## config.mk

```make
export PLATFORM = sky130hd
export DESIGN_NAME = pio_byte_fifo
export DESIGN_NICKNAME = d
export VERILOG_FILES = /design/src/rtl/pio_byte_fifo.sv
export SDC_FILE = /design/constraint.sdc
export NUM_CORES = 1
export LEC_CHECK = 0
export BUFFER_PORTS_ARGS = -buffer_cell sky130_fd_sc_hd__clkbuf_2
export CAP_MARGIN = 20
export CELL_PAD_IN_SITES_DETAIL_PLACEMENT = 1
export CELL_PAD_IN_SITES_GLOBAL_PLACEMENT = 2
export CORE_AREA = 2 2 220 222
export DETAILED_ROUTE_END_ITERATION = 12
export DIE_AREA = 0 0 222 224
export PLACE_DENSITY = 0.54
export REMOVE_ABC_BUFFERS = 1
export SLEW_MARGIN = 0
export SYNTH_ARGS = -nofsm -noshare
export SYNTH_HDL_FRONTEND = slang
export SYNTH_SLANG_ARGS = --single-unit
```

## constraint.sdc

```tcl
create_clock -name clk -period 3 [get_ports clk]
set_clock_uncertainty 0.1 [all_clocks]
set_input_delay 0.45 -clock clk [delete_from_list [all_inputs] [get_ports clk]]
set_output_delay 0.45 -clock clk [all_outputs]
set_load 0.1 [all_outputs]
```

## src/rtl/pio_byte_fifo.sv

```systemverilog
module pio_byte_fifo #(
  parameter int DW        = 8,
  parameter int DEPTH     = 16,
  parameter int AW        = 4,
  parameter int DATA_ADDR = 2
) (
  input  logic              clk,
  input  logic              rst_n,
  input  logic [AW-1:0]     reg_addr,
  input  logic              reg_wr,
  input  logic              reg_rd,
  input  logic [DW-1:0]     reg_wdata,
  output logic [DW-1:0]     reg_rdata,
  input  logic              cmd_phase,
  input  logic [2:0]        bus_phase,
  input  logic              load_status,
  input  logic [DW-1:0]     status_byte,
  input  logic              irq_clr,
  output logic              irq,
  output logic              overrun,
  output logic [$clog2(DEPTH):0]   fifo_count,
  output logic [DW-1:0]     flags,
  output logic [$clog2(DEPTH):0]   cmd_len,
  input  logic [$clog2(DEPTH)-1:0] cmd_idx,
  output logic [DW-1:0]     cmd_data
);
  localparam int PW = $clog2(DEPTH);
  localparam int CW = PW + 1;
  localparam logic [CW-1:0] LIMIT = CW'(DEPTH - 1);
  localparam logic [CW-1:0] FULL  = CW'(DEPTH);

  logic [DW-1:0] mem  [DEPTH];
  logic [DW-1:0] cbuf [DEPTH];
  logic [PW-1:0] rp, wp;

  wire hit      = reg_addr == AW'(DATA_ADDR);
  wire do_wr    = !load_status && reg_wr && hit;
  wire do_rd    = !load_status && !reg_wr && reg_rd && hit;
  wire push     = do_wr && !cmd_phase && fifo_count != LIMIT;
  wire refuse   = do_wr && !cmd_phase && fifo_count == LIMIT;
  wire cmd_push = do_wr && cmd_phase && cmd_len != FULL;
  wire pop      = do_rd && fifo_count != '0;
  wire data_out = bus_phase[2:1] == 2'b00;

  assign cmd_data = cbuf[cmd_idx];

  always_ff @(posedge clk) begin
    if (load_status) begin
      mem[0] <= status_byte;
      mem[1] <= '0;
    end else if (push) begin
      mem[wp] <= reg_wdata;
    end
    if (cmd_push) cbuf[cmd_len[PW-1:0]] <= reg_wdata;
  end

  always_ff @(posedge clk) begin
    if (!rst_n) begin
      rp <= '0; wp <= '0; fifo_count <= '0; reg_rdata <= '0;
      flags <= '0; overrun <= 1'b0; cmd_len <= '0;
    end else if (load_status) begin
      rp <= '0; wp <= '0; fifo_count <= CW'(2); flags <= DW'(2);
    end else begin
      if (refuse) overrun <= 1'b1;
      if (cmd_push) cmd_len <= cmd_len + 1'b1;
      if (push) begin
        wp <= wp + 1'b1;
        fifo_count <= fifo_count + 1'b1;
      end
      if (pop) begin
        fifo_count <= fifo_count - 1'b1;
        reg_rdata  <= data_out ? '0 : mem[rp];
        if (fifo_count == CW'(1)) begin
          rp <= '0; wp <= '0;
        end else if (!data_out) begin
          rp <= rp + 1'b1;
        end
      end
    end
  end

  always_ff @(posedge clk) begin
    if (!rst_n)                  irq <= 1'b0;
    else if (load_status || pop) irq <= 1'b1;
    else if (irq_clr)            irq <= 1'b0;
  end


  count_limit_chk: assert property (@(posedge clk) disable iff (!rst_n)
    fifo_count <= LIMIT);

  overrun_sticky_chk: assert property (@(posedge clk) disable iff (!rst_n)
    overrun |=> overrun);

  refuse_hold_chk: assert property (@(posedge clk) disable iff (!rst_n)
    (reg_wr && hit && !cmd_phase && !load_status && fifo_count == LIMIT)
      |=> (fifo_count == LIMIT && overrun));

  cmd_isolation_chk: assert property (@(posedge clk) disable iff (!rst_n)
    (reg_wr && hit && cmd_phase && !load_status) |=> $stable(fifo_count));

  data_out_zero_chk: assert property (@(posedge clk) disable iff (!rst_n)
    (pop && data_out) |=> reg_rdata == '0);

  empty_index_chk: assert property (@(posedge clk) disable iff (!rst_n)
    fifo_count == '0 |-> (rp == '0 && wp == '0));

  status_load_chk: assert property (@(posedge clk) disable iff (!rst_n)
    load_status |=> (fifo_count == CW'(2) && irq && flags == DW'(2)));
endmodule

```

==> run summary <==
status = complete, no violations
critical path required time = 3.08 ns
LEAKAGE = 0.00455 uW
Compound-Gate Fraction of Synth Area = 1.80%
Layout area overhead = 19.6%
routed vias = 5783
Post-CTS Resized = 0
asr flop ratio synth = 0%
Relative slew margins = 41.0%
Post-Synth XOR/XNOR Area = 0.975%
Post-synth EDFFs = 256
post-route minimum period = 2.79 ns
Critical Setup Path Class = reg -> reg
worst-path maximum fanout = 13
Synth top area share = 65.8%
CTS clk-pin slew, worst paths = 0.06 ns
I/O pin count = 70
kind of start point of the critical path = flop
grt total ovfl = 0
Synth area leader = edfxtp_1
hold_buf cts = 0
ys flop type = edfxtp_1
Hold Crit Depth = 2
Worst Max-Slew Pin Slew = 0.884 ns
Clock Latency Late Sink = 0.54 ns
layout cells sized above 1 = 31.8%
drt total wl = 27600 um
synthesized cell area = 0.0117 mm^2
ANT nets after route = 0
DR vias/cell = 4.32
sequential element share of the synthesized area = 71.5%
Chip Height = 224 um
largest net degree at the start of global routing = 33
max frequency = 358 MHz
TritonRoute pass-1 iters = 4
synth cell count leaders = edfxtp_1, mux4_2, dfxtp_1
clk sink count = 289
Pins Over Slew Limit = 0
Core Area = 0.0473 mm^2
HP Class = in -> reg
total CTS buffers = 29
hpwl dp = 19000 um
Die W = 222 um
GRT Total Usage = 11.3%
RSZ-0062 raised after global routing = no
Simple-Gate Fraction of Synth Area = 5.89%
fin crit share = 93.1%
largest family of logic cells by synthesized area = multiplexers
post-CTS setup buffer count = 0
Yosys cell types = 54
P per Cell Area = 595 mW/mm^2
root buffer cell = clkbuf_16
Hold Vio Cnt, Final = 0
TritonCTS clock tree = done
syn avg cell area = 19.2 um^2
Post-Synth Adder-Cell Area = 1.50%
clock buffer depth = 3
vias in the first global route = 6455
top cells by area, synth = edfxtp_1, mux4_2, dfxtp_1, and2_1, ha_1
most frequent cell after synthesis = edfxtp_1
Synth Register Bits = 289
Initial Util = 24.7%
input/output buffers = 61
Final GP Congestion = 0.694
post-synthesis mux area share = 16.2%
Residual DRC = 0
FP Rows = 80
Hold WS = 0.0959 ns
Critical Path AT = 2.87 ns
H-tree depth = 1
drt wl/cell = 20.6 um
nets = 753
Ys Warns = 0
reg2reg path depth = 8
initial DRC count = 386
# setup viols final = 0
initial antenna violation count = 0
Max-Cap Viols = 0
Pwr Total = 8320 uW
Mapped Cells = 607
ant diodes = 0
die area = 0.0497 mm^2
nature of the critical path endpoint = flop
global-route wire length before repair = 41800 um
maximum VDD drop = 0.380 mV
[worst paths after layout]
kind                       start   endpoint  slack, ns
setup / recovery   fifo_count[0]  mem[6][3]       0.21
hold / removal    status_byte[0]  mem[0][0]        0.1
setup reg to reg   fifo_count[0]  mem[6][3]       0.21
hold reg to reg         flags[1]   flags[1]       0.36
[placed cells by master (no fill, tap or decap), drive strengths merged, types with 2 or more instances in the layout]
master,Yosys,final
edfxtp,256,256
clkbuf,14,87
mux4,72,72
buf,24,46
dfxtp,33,33
and2,28,28
nor2,22,22
mux2,16,16
inv,15,15
nand2,14,14
ha,14,14
clkinv,0,13
mux2i,9,9
a22oi,9,9
o21ai,9,9
and3,8,8
xnor2,7,7
conb,1,7
nand3,7,7
nor3,7,7
xor2,6,6
nor4,5,5
nor2b,4,4
bufinv,0,3
nor4b,3,3
and4,2,2
or2,2,2
a21oi,2,2
nand4,2,2
nor3b,2,2
[cells by family (layout without fill, tap and decap cells)]
family | after synthesis | after routing
multiplexers | 97 | 97
XOR/XNOR | 13 | 13
other | 1 | 7
adder cells (fa/ha/maj) | 14 | 14
flip-flops | 289 | 289
AO/OA/AOI/OAI | 28 | 28
buffers and inverters | 53 | 164
AND/OR/NAND/NOR | 112 | 112
[power breakdown]
| group | leakage (uW) | internal [uW] | switching (uW) |
|---|---|---|---|
| Combinational | 0.00152 | 155 | 326 |
| Sequential | 0.00258 | 4390 | 6.04 |
| Clock | 0.000440 | 2010 | 1430 |
| Total | 0.00455 | 6550 | 1760 |
[per-stage QoR]
stage / setup WS (ns) / area [um^2] / utilization, % / TNS [ns] / instances
after floorplan: -0.382 / 11500 / - / -22.69 / 575
after global placement: 0.227 / 13100 / 27.6 / 0 / 1289
after detailed placement: 0.156 / 13100 / 27.6 / 0 / 1289
after CTS: 0.143 / 14000 / 29.5 / 0 / 1339
after global routing: 0.0434 / 14000 / 29.5 / 0 / 1339
final: 0.207 / 14000 / 29.5 / 0 / 1339
[per-layer routing]
| metal | track usage, % | part of all wire (%) | vias up |
|---|---|---|---|
| met4 | 3.16 | 1.8 | 0 |
| met1 | 14.2 | 43 | 3069 |
| li1 | - | - | 2601 |
| met2 | 20.5 | 53 | 84 |
| met3 | 1.02 | 2.5 | 29 |
| met5 | 0 | 0 | - |
[area by class of cell]
type / instances / area [um^2]
clock buffer: 34 / 744
clock inverter: 16 / 146
fill: 4870 / 33400
inverter: 15 / 56.3
multi-input combinational: 271 / 3110
sequential: 289 / 8350
tap: 615 / 769
timing repair buffer: 99 / 798
[critical path, cell delays in order (launching register included)]
cell	delay (ns)
dfxtp_1	0.32
ha_1	0.21
and3_1	0.19
ha_1	0.20
nor3b_2	0.31
nand3_1	0.17
buf_4	0.23
nor2_1	0.17
and3_1	0.51
[flip-flops by register name, summed over array words and instances (netlist names), named ones only]
register    count
wp              4
rp              4
cbuf          128
overrun         1
reg_rdata       8
irq             1
flags           1
fifo_count      5
cmd_len         5
mem           128
Note: power is estimated with default switching activity, not from simulation.
